===== src/rtl/mat_alu_pkg.sv =====
package mat_alu_pkg;
    localparam int NEL = 9;

    typedef enum logic [3:0] {
        OP_NOP  = 4'd0,
        OP_MSET = 4'd1,
        OP_MOVM = 4'd2,
        OP_MOVE = 4'd3,
        OP_SWAP = 4'd4,
        OP_LSR  = 4'd5,
        OP_LDA  = 4'd6,
        OP_CALU = 4'd7,
        OP_CADD = 4'd8,
        OP_RED  = 4'd9
    } op_e;

    typedef enum logic [1:0] {
        RED_SUM = 2'd0,
        RED_MAX = 2'd1,
        RED_MIN = 2'd2,
        RED_MED = 2'd3
    } red_e;
endpackage


===== src/rtl/mat_rank_sel.sv =====
module mat_rank_sel #(
    parameter int DW  = 16,
    parameter int NEL = 9
) (
    input  logic [NEL*DW-1:0] vals,
    input  logic [NEL-1:0]    en,
    input  logic              sgn,
    input  logic [1:0]        sel,
    output logic [DW-1:0]     res
);
    localparam int CW = $clog2(NEL + 1);

    logic [NEL-1:0][DW-1:0] v;
    logic [NEL-1:0][CW-1:0] rank;
    logic [CW-1:0]          cnt_d;
    logic [CW-1:0]          tgt_d;

    assign v = vals;

    function automatic logic below(input logic [DW-1:0] a, input logic [DW-1:0] b,
                                   input logic s);
        logic r;
        if (s) r = $signed(a) < $signed(b);
        else   r = a < b;
        return r;
    endfunction

    always_comb begin
        cnt_d = CW'($countones(en));
        case (sel)
            2'd1:    tgt_d = cnt_d - CW'(1);
            2'd3:    tgt_d = (cnt_d - CW'(1)) >> 1;
            default: tgt_d = '0;
        endcase
        res = '0;
        for (int i = 0; i < NEL; i++) begin
            rank[i] = '0;
            for (int j = 0; j < NEL; j++) begin
                if (en[j] && (j != i) &&
                    (below(v[j], v[i], sgn) || ((v[j] == v[i]) && (j < i))))
                    rank[i] = rank[i] + CW'(1);
            end
            if (en[i] && (rank[i] == tgt_d))
                res = v[i];
        end
    end
endmodule


===== src/rtl/mat_scaled_sum.sv =====
module mat_scaled_sum #(
    parameter int DW  = 16,
    parameter int NEL = 9,
    parameter int SHW = 4,
    parameter int SCW = 7
) (
    input  logic [NEL*DW-1:0] vals,
    input  logic [NEL-1:0]    en,
    input  logic              sgn,
    input  logic              sat,
    input  logic [SHW-1:0]    shamt,
    input  logic [SCW-1:0]    scale,
    output logic [DW-1:0]     res
);
    localparam int SW = DW + $clog2(NEL) + 1;
    localparam int PW = SW + SCW + 1;
    localparam logic signed [PW-1:0] SMAX = {{(PW-DW+1){1'b0}}, {(DW-1){1'b1}}};
    localparam logic signed [PW-1:0] SMIN = {{(PW-DW+1){1'b1}}, {(DW-1){1'b0}}};
    localparam logic signed [PW-1:0] UMAX = {{(PW-DW){1'b0}}, {DW{1'b1}}};

    logic [NEL-1:0][DW-1:0] v;
    logic [SW-1:0]          acc_d;
    logic signed [PW-1:0]   prod_d;
    logic signed [PW-1:0]   shd_d;

    assign v = vals;

    always_comb begin
        acc_d = '0;
        for (int i = 0; i < NEL; i++) begin
            if (en[i])
                acc_d = acc_d + {{(SW-DW){sgn & v[i][DW-1]}}, v[i]};
        end
        prod_d = $signed({{(PW-SW){acc_d[SW-1]}}, acc_d}) *
                 $signed({{(PW-SCW){1'b0}}, scale});
        shd_d  = prod_d >>> shamt;
        res    = shd_d[DW-1:0];
        if (sat) begin
            if (sgn) begin
                if (shd_d > SMAX)      res = SMAX[DW-1:0];
                else if (shd_d < SMIN) res = SMIN[DW-1:0];
            end else if (shd_d > UMAX) begin
                res = UMAX[DW-1:0];
            end
        end
    end
endmodule


===== src/rtl/masked_mat_alu.sv =====
module masked_mat_alu
    import mat_alu_pkg::*;
#(
    parameter int DW = 16
) (
    input  logic              clk,
    input  logic              rst_n,
    input  logic              cmd_valid,
    input  logic [3:0]        cmd_op,
    input  logic [DW-1:0]     cmd_arg,
    input  logic [3:0]        cmd_idx,
    input  logic [9*DW-1:0]   ina_in,
    output logic [8:0]        mask_o,
    output logic [9*DW-1:0]   w_o,
    output logic [9*DW-1:0]   ww_o,
    output logic              res_valid,
    output logic [DW-1:0]     res_data
);
    localparam int SHW     = $clog2(DW);
    localparam int SCW     = DW - 9;
    localparam int SGN_BIT = 3;
    localparam int SH_LSB  = 5;
    localparam int SC_LSB  = 9;

    typedef struct packed {
        logic [NEL-1:0]         mask;
        logic [NEL-1:0][DW-1:0] ina;
        logic [NEL-1:0][DW-1:0] w;
        logic [NEL-1:0][DW-1:0] ww;
        logic [1:0]             alu_cfg;
        logic [DW-1:0]          add_cfg;
        logic                   res_vld;
        logic [DW-1:0]          res;
    } st_t;

    st_t q, d;
    logic [DW-1:0] sum_r, rank_r, sh_v;

    mat_scaled_sum #(.DW(DW), .NEL(NEL), .SHW(SHW), .SCW(SCW)) u_sum (
        .vals  (q.w),
        .en    (q.mask),
        .sgn   (q.add_cfg[SGN_BIT]),
        .sat   (q.alu_cfg[1]),
        .shamt (q.add_cfg[SH_LSB +: SHW]),
        .scale (q.add_cfg[SC_LSB +: SCW]),
        .res   (sum_r)
    );

    mat_rank_sel #(.DW(DW), .NEL(NEL)) u_rank (
        .vals (q.w),
        .en   (q.mask),
        .sgn  (q.alu_cfg[0]),
        .sel  (cmd_arg[1:0]),
        .res  (rank_r)
    );

    always_comb begin
        d         = q;
        d.res_vld = 1'b0;
        sh_v      = '0;
        if (cmd_valid) begin
            case (cmd_op)
                OP_MSET: d.mask = cmd_arg[NEL-1:0];
                OP_MOVM: begin
                    for (int i = 0; i < NEL; i++)
                        if (q.mask[i]) d.w[i] = cmd_arg;
                end
                OP_MOVE: begin
                    for (int i = 0; i < NEL; i++)
                        if (cmd_idx == 4'(i)) d.w[i] = cmd_arg;
                end
                OP_SWAP: d.ww = q.w;
                OP_LSR: begin
                    for (int i = 0; i < NEL; i++) begin
                        if (q.alu_cfg[0])
                            sh_v = $signed(q.ina[i]) >>> q.ww[i][SHW-1:0];
                        else
                            sh_v = q.ina[i] >> q.ww[i][SHW-1:0];
                        if (q.mask[i]) d.w[i] = sh_v;
                    end
                end
                OP_LDA: begin
                    for (int i = 0; i < NEL; i++)
                        d.ina[i] = ina_in[i*DW +: DW];
                end
                OP_CALU: d.alu_cfg = cmd_arg[1:0];
                OP_CADD: d.add_cfg = cmd_arg;
                OP_RED: begin
                    d.res_vld = 1'b1;
                    d.res     = (cmd_arg[1:0] == RED_SUM) ? sum_r : rank_r;
                end
                default: ;
            endcase
        end
    end

    always_ff @(posedge clk) begin
        if (!rst_n) begin
            q      <= '0;
            q.mask <= '1;
        end else begin
            q <= d;
        end
    end

    assign mask_o    = q.mask;
    assign w_o       = q.w;
    assign ww_o      = q.ww;
    assign res_valid = q.res_vld;
    assign res_data  = q.res;
endmodule


===== config.mk =====
export PLATFORM = sky130hd
export DESIGN_NAME = masked_mat_alu
export DESIGN_NICKNAME = d
export VERILOG_FILES = /design/src/rtl/mat_alu_pkg.sv /design/src/rtl/mat_rank_sel.sv /design/src/rtl/mat_scaled_sum.sv /design/src/rtl/masked_mat_alu.sv
export SDC_FILE = /design/constraint.sdc
export NUM_CORES = 2
export LEC_CHECK = 0
export ABC_AREA = 1
export BUFFER_PORTS_ARGS = -buffer_cell sky130_fd_sc_hd__buf_2
export CORE_MARGIN = 1.5
export CORE_UTILIZATION = 45
export CTS_BUF_LIST = sky130_fd_sc_hd__clkbuf_2 sky130_fd_sc_hd__clkbuf_4 sky130_fd_sc_hd__clkbuf_8
export DETAILED_ROUTE_END_ITERATION = 6
export PLACE_DENSITY_LB_ADDON = 0.12
export SKIP_LAST_GASP = 1
export SYNTH_ARGS = -nofsm -noshare
export SYNTH_HDL_FRONTEND = slang
export SYNTH_SLANG_ARGS = --single-unit

===== constraint.sdc =====
create_clock -name clk -period 17.3 [get_ports clk]
set_clock_uncertainty 0.2 [all_clocks]
set_input_delay 0 -clock clk [delete_from_list [all_inputs] [get_ports clk]]
set_output_delay 0 -clock clk [all_outputs]
set_load 0.01 [all_outputs]

After elaboration in Yosys (flattened, before gate mapping)
Cells that the tools add are included.

word-level totals
  logic and storage cells = 722
  bits in latches = 0
  memory bits (read-only) = 0
  output and inout bits = 314
  flip-flop bits (word level) = 476
  memories kept = 0
  bits of input ports = 171
  memory bits (writable) = 0

cells by class
  add/subtract/negate cells = 80
  divide/modulo/power cells = 0
  shift-type cells = 19
  eq/ne operators = 91
  multiplexer cells = 207
  multiply operators = 1
  reduce and logical (&&, ||, !) cells = 136
  bitwise operators = 9
  order comparisons = 147

operators by type and width
  kind                    number
  $lt A16 B16 Y1          144
  $mux W16                51
  $eq A16 B16 Y1          36
  $pmux W144 S3           1
  $mux W4                 63
  $add A4 B1 Y4 const B   62
  $mux W21                9
  $add A21 B21 Y21        8
  $shr A16 B4 Y16         9
  $sshr A16 B4 Y16        9
  $logic_and A1 B1 Y1     81
  $mux W1                 81
  $ne A2 B2 Y1 const B    27
  $reduce_and A5 Y1       9
  $eq A4 B4 Y1            9
  $logic_or A1 B1 Y1      36
  $eq A4 B3 Y1 const B    8
  $gt A29 B16 Y1 const B  1
  $gt A29 B17 Y1 const B  1
  $lt A29 B16 Y1 const B  1
  $mul A21 B8 Y29         1
  $sshr A29 B4 Y29        1
  $mux W17                1
  $eq A4 B2 Y1 const B    4
  other kinds (15)        37

Logic depth before layout (Yosys ltp)
  depth after elaboration = 31
  mapped depth = 107

Modules after synthesis
A second synthesis with hierarchy kept.

unflattened totals
  cell total of the unflattened synthesis = 12565
  area, all modules = 79153.4 um2

by module, submodules not included
  module          times used  area an instance (um2)  cells each
  mat_rank_sel    1           33453.3                 5071
  masked_mat_alu  1           27278.7                 4275
  mat_scaled_sum  1           18421.4                 3219

Worst setup path before layout
Ideal clock, no wire load.

  path kind = register -> register
  from = reg q (netlist bit mask_o[0])
  to = reg q (netlist bit res_data[0])
  setup slack = 2.531 ns
  path buffers = 2
  period minus slack after synthesis = 14.769 ns
  library setup time = 0.067 ns
  stages on the path, launching flop included = 88
  arrival = 14.502 ns
  cells stage by stage = dfxtp_1 buf_4 nand2_1 inv_1 ha_1 fa_1 inv_1 o21ai_0 inv_1 fa_1 o21ai_0 inv_1 fa_1 o21ai_0 inv_1 fa_1 o31ai_1 a21oi_1 [52 not listed] o21ai_1 or2_2 nand2_2 nand2_1 o21ai_1 nand2_1 nand3_1 nand2_1 o21ai_0 nand2_1 nor2_1 nand2_1 nand2_2 buf_4 a21oi_1 nand2_1 nand3_2 a21oi_2

on the way
  longest elaborated chain between the ends = 27
  elaborated cells on any way between the ends = 189

RTL lines
  what                                                                       line                  RTL
  from (decl)                                                                masked_mat_alu.sv:36  st_t q, d;
  parallel branches: the longest is 26 deep, another holds $add A21 B21 Y21  n/a
  $mux W16 *                                                                 masked_mat_alu.sv:90  d.res = (cmd_arg[1:0] == RED_SUM) ? sum_r : rank_r;

Mark *: on every way between the ends.
A chain may end at the register's enable or synchronous reset.

Final worst setup path
  from = reg q (netlist bit mask_o[0])
  to = reg q (netlist bit res_data[6])

Same word-level chain as after synthesis.

==> impl_metrics.prom <==
# TYPE chip_impl_metric gauge
chip_impl_metric{name="synth_cell_type_count",unit=""} 86
chip_impl_metric{name="via_per_inst",unit=""} 6.01
chip_impl_metric{name="finalWorstSetupSlack",unit="ns"} 1.21
chip_impl_info{name="worst_path_most_repeated_cell",value="nand2_1"} 1
chip_impl_metric{name="worst_slew_pin_slew",unit="ns"} 1.37
chip_impl_metric{name="internal_power",unit="mW"} 4.04
chip_impl_metric{name="cts_inserted_buffers",unit=""} 92
chip_impl_metric{name="power_per_cell_area",unit="nW/µm²"} 122
chip_impl_metric{name="holdWs",unit="ns"} 0.0833
chip_impl_metric{name="power.switching",unit="mW"} 6.29
chip_impl_metric{name="syn2layout_area_growth",unit="%"} 14.2
chip_impl_metric{name="ys.warnings.count",unit=""} 0
chip_impl_metric{name="floorplan.die.width",unit="µm"} 408
chip_impl_metric{name="pin_count_of_the_biggest_net_entering_global_routing",unit=""} 196
chip_impl_metric{name="maxCapViolCount",unit=""} 0
chip_impl_metric{name="drt_pass_1_iters",unit=""} 7
chip_impl_info{name="worstHoldEndpoint",value="w_o[123]"} 1
chip_impl_metric{name="first_pass_grt_wire_length",unit="µm"} 551000
chip_impl_metric{name="die-height",unit="µm"} 408
chip_impl_metric{name="worstSkewPairLatency",unit="ns"} 0.93
chip_impl_metric{name="finalSetupViolations",unit=""} 0
chip_impl_info{name="r2r_endpoint",value="res_data[6]"} 1
chip_impl_metric{name="finalWorstPathRequiredPeriod",unit="ns"} 16.09
chip_impl_metric{name="final_min_period_over_clock_period",unit="%"} 93.0
chip_impl_info{name="synth-main-ff-cell",value="dfxtp_1"} 1
chip_impl_metric{name="number_of_synthesized_flops_with_an_enable_pin",unit=""} 0
chip_impl_metric{name="totalNegativeSetupSlack",unit="ns"} 0
chip_impl_metric{name="power_switching_share",unit="%"} 60.9
chip_impl_metric{name="fp-row-count",unit=""} 148
chip_impl_metric{name="first_iter_violations",unit=""} 11000
chip_impl_metric{name="synth-async-reset-ratio",unit="%"} 0
chip_impl_metric{name="core-area",unit="µm²"} 163000
chip_impl_metric{name="top_level_pins",unit=""} 485
chip_impl_metric{name="remaining_drc_errors",unit=""} 5
chip_impl_info{name="violations",value="design-rule violations"} 1
chip_impl_metric{name="grtUsageTotal",unit="%"} 45.5
chip_impl_metric{name="depth_of_the_cts_h_tree",unit=""} 3
chip_impl_metric{name="synth.cell_area",unit="µm²"} 73900
chip_impl_metric{name="post_drt_wl_per_cell",unit="µm"} 28.4
chip_impl_info{name="critical_path_start_type",value="flip-flop"} 1
chip_impl_metric{name="grt_pass1_vias",unit=""} 76700
chip_impl_info{name="crit_slowest_cell",value="fa_1"} 1
chip_impl_metric{name="place_ws",unit="ns"} 0.433
chip_impl_metric{name="syn-instance-count",unit=""} 11000
chip_impl_metric{name="drt_wl_total",unit="µm"} 396000
chip_impl_metric{name="cts_num_sinks",unit=""} 472
chip_impl_metric{name="clock_path_buffers",unit=""} 3
chip_impl_metric{name="hold-path-cell-count",unit=""} 5
chip_impl_metric{name="layout_cell_share_with_drive_strength_beyond_1",unit="%"} 11.9
chip_impl_metric{name="cp.arrival",unit="ns"} 16.73
chip_impl_metric{name="nNetsFinal",unit=""} 13400
chip_impl_metric{name="slew-limit-headroom",unit="%"} 7.82
chip_impl_info{name="cts_tree",value="yes"} 1
chip_impl_info{name="hold_path_class",value="input port to flip-flop"} 1
chip_impl_metric{name="power.share.clock",unit="%"} 13.0
chip_impl_metric{name="path_max_fanout",unit=""} 16
chip_impl_metric{name="synth_seq_area_share",unit="%"} 12.8
chip_impl_metric{name="comb_power_share",unit="%"} 75.7
chip_impl_metric{name="yosys_register_bits",unit=""} 472
chip_impl_metric{name="cellLeakagePower",unit="nW"} 43.0
chip_impl_metric{name="clk_transition_reported_paths",unit="ns"} 0.08
chip_impl_metric{name="grt.met3_usage",unit="%"} 14.0
chip_impl_metric{name="gp_congestion",unit=""} 1.09
chip_impl_info{name="timing.rr.start",value="mask_o[0]"} 1
chip_impl_metric{name="drv_slew",unit=""} 0
chip_impl_metric{name="sequential_cell_fraction_of_total_power",unit="%"} 11.3
chip_impl_metric{name="total_power",unit="mW"} 10.3
chip_impl_metric{name="dr_total_vias",unit=""} 83900
chip_impl_metric{name="grt_overflow_total",unit=""} 0
chip_impl_metric{name="max-vdd-ir-drop",unit="mV"} 0.240
chip_impl_metric{name="grt_antenna_before_repair",unit=""} 32
chip_impl_info{name="busiest_layer",value="met2"} 1
chip_impl_info{name="timing.hold.worst.start",value="cmd_arg[11]"} 1
chip_impl_metric{name="die_area",unit="µm²"} 167000
chip_impl_metric{name="place.detailed.hpwl",unit="µm"} 296000
chip_impl_metric{name="regToRegSetupSlack",unit="ns"} 1.21
chip_impl_metric{name="postSynthNetCount",unit=""} 12800
chip_impl_metric{name="finalHoldViolCount",unit=""} 0
chip_impl_info{name="cts_root_buffer",value="clkbuf_8"} 1
chip_impl_metric{name="floorplan.initialDensity",unit="%"} 45.4
chip_impl_info{name="setup.worst_path.class",value="flip-flop to flip-flop"} 1
chip_impl_metric{name="final_antenna_net_count",unit=""} 0
chip_impl_metric{name="max_clock_freq",unit="MHz"} 62.1
chip_impl_metric{name="critical-path-max-stage-delay",unit="ns"} 0.65
chip_impl_metric{name="port_buffers",unit=""} 484
chip_impl_metric{name="syn_avg_cell_area",unit="µm²"} 6.70
chip_impl_metric{name="timing.critical_path.required",unit="ns"} 17.93
chip_impl_metric{name="grtUsageMet1",unit="%"} 59.7
chip_impl_metric{name="worst_r2r_path_depth",unit=""} 92
chip_impl_info{name="cp-end-kind",value="flip-flop"} 1
chip_impl_info{name="status",value="finished, violations left"} 1
chip_impl_metric{name="grt_util_met2",unit="%"} 66.3
[power groups by stage]
stage / combinational, mW / sequential (mW) / clock, mW
CTS: 7.45 / 1.17 / 1.34
finish: 7.82 / 1.17 / 1.34
global placement: 7.23 / 1.19 / 0
floorplan: 5.10 / 1.20 / 0
global route: 8.46 / 1.17 / 1.38
detailed placement: 7.35 / 1.19 / 0
[per-stage QoR]
step                      instance area (µm²)  util (%)  std cells
after floorplan                         73900         -      11000
after global placement                  77300      47.4      13300
after detailed placement                77300      47.4      13300
after CTS                               84000      51.6      13900
after global routing                    84300      51.8      13900
final                                   84400      51.8      13900
[registers in the layout, indices dropped and copies added, names as in the netlist]
register	count
w_o	144
res_data	16
q	158
mask_o	9
ww_o	144
res_valid	1
[layer usage]
layer | share of wire (%) | up-vias
met5 | 0.049 | -
met4 | 6.4 | 28
met3 | 13 | 1099
met2 | 40 | 5118
met1 | 41 | 39600
li1 | - | 38100
[final cells by class]
cell class | instances | area [µm²]
flip-flops and latches | 472 | 9460
repair buffers | 1263 | 9460
inverters | 1271 | 4780
clock inverters | 40 | 410
fillers | 16200 | 78600
well taps | 2175 | 2720
multi-input cells | 8582 | 55800
diodes | 14 | 35.0
clock buffers | 130 | 1650
[worst max-delay path, delay by kind of cell, from the launching register on]
kind | cells | cell delay (ns)
XOR/XNOR | 7 | 1.18
buffers and inverters | 12 | 0.80
adder cells (fa/ha/maj) | 14 | 5.69
flip-flops | 1 | 0.34
AND/OR/NAND/NOR | 30 | 3.24
AO/OA/AOI/OAI | 29 | 4.53
[worst max path at each step]
| stage | from | to |
|---|---|---|
| after global routing | mask_o[0] | res_data[1] |
| after global placement | mask_o[0] | res_data[15] |
| after detailed placement | mask_o[0] | res_data[4] |
| after CTS | mask_o[0] | res_data[6] |
| after floorplan | mask_o[0] | res_data[0] |
| final | mask_o[0] | res_data[6] |
[cells in the mapped netlist (13+ instances only)]
cell type	count	share of area, %
buf_4	319	3.2
nand3b_1	20	0.20
fa_1	122	3.3
a21oi_1	974	6.6
o21ai_1	98	0.66
buf_1	34	0.17
dfxtp_1	472	13
o221ai_1	56	0.66
a31oi_1	169	1.4
a21o_1	14	0.14
o21bai_1	33	0.34
nand2_4	13	0.20
o21ai_2	29	0.34
a211oi_1	34	0.35
inv_1	1220	6.2
or2_2	43	0.36
xor2_1	94	1.1
nand3_2	72	0.98
clkbuf_8	15	0.28
nand2_2	83	0.70
a21boi_1	19	0.19
clkinv_1	15	0.076
nand4_1	57	0.48
nor3_1	52	0.35
o31ai_1	17	0.17
nand2_1	2229	11
and2_1	13	0.11
o211ai_1	134	1.4
xnor2_1	75	0.89
o21ai_0	978	6.6
clkbuf_1	293	1.5
nand3_1	701	4.7
buf_2	27	0.18
o22ai_1	19	0.16
mux2i_1	37	0.50
or2_1	20	0.17
inv_2	35	0.18
nor2_1	747	3.8
ha_1	1445	24
a221oi_1	24	0.28
[cell families (layout without fill, tap and decap cells)]
kind of cell               count (synthesis)  count (layout)  synth area share [%]
adders and majority gates               1567            1567                  27.8
xor gates and xnor gates                 170             170                  2.02
AOI/OAI and AO/OA                       2694            2694                  20.5
and+or+nand+nor                         4114            4114                  24.4
muxes                                     37              37                 0.501
buffers and inverters                   1974            2704                  12.1
other                                      0              14                     0
DFF                                      472             472                  12.8
[cell usage in the layout, fill, tap and decap left out, types with 37 or more instances in the layout]
cell / n
dlygate4sd3_1: 460
clkbuf_8: 107
nor3_1: 50
inv_1: 1219
nor2_1: 735
a31oi_1: 166
fa_1: 122
mux2i_1: 37
nand2_2: 86
buf_2: 483
o21ai_0: 943
o221ai_1: 56
nand4_1: 57
o211ai_1: 134
o21ai_2: 45
or2_2: 43
a21oi_1: 967
nand2_1: 2225
ha_1: 1443
nand3_1: 701
dfxtp_1: 465
buf_4: 317
o21ai_1: 117
nand3_2: 72
xnor2_1: 75
xor2_1: 94
[what timing repair did]
action / 4_1_cts / 5_1_grt
endpoints found under the setup margin: 0 / 16
hold buffers: 461 / 0
setup buffers: 0 / 11
gates resized for setup: 0 / 91
hold endpoints to repair: 396 / 0
(Power assumes the default switching activity.)
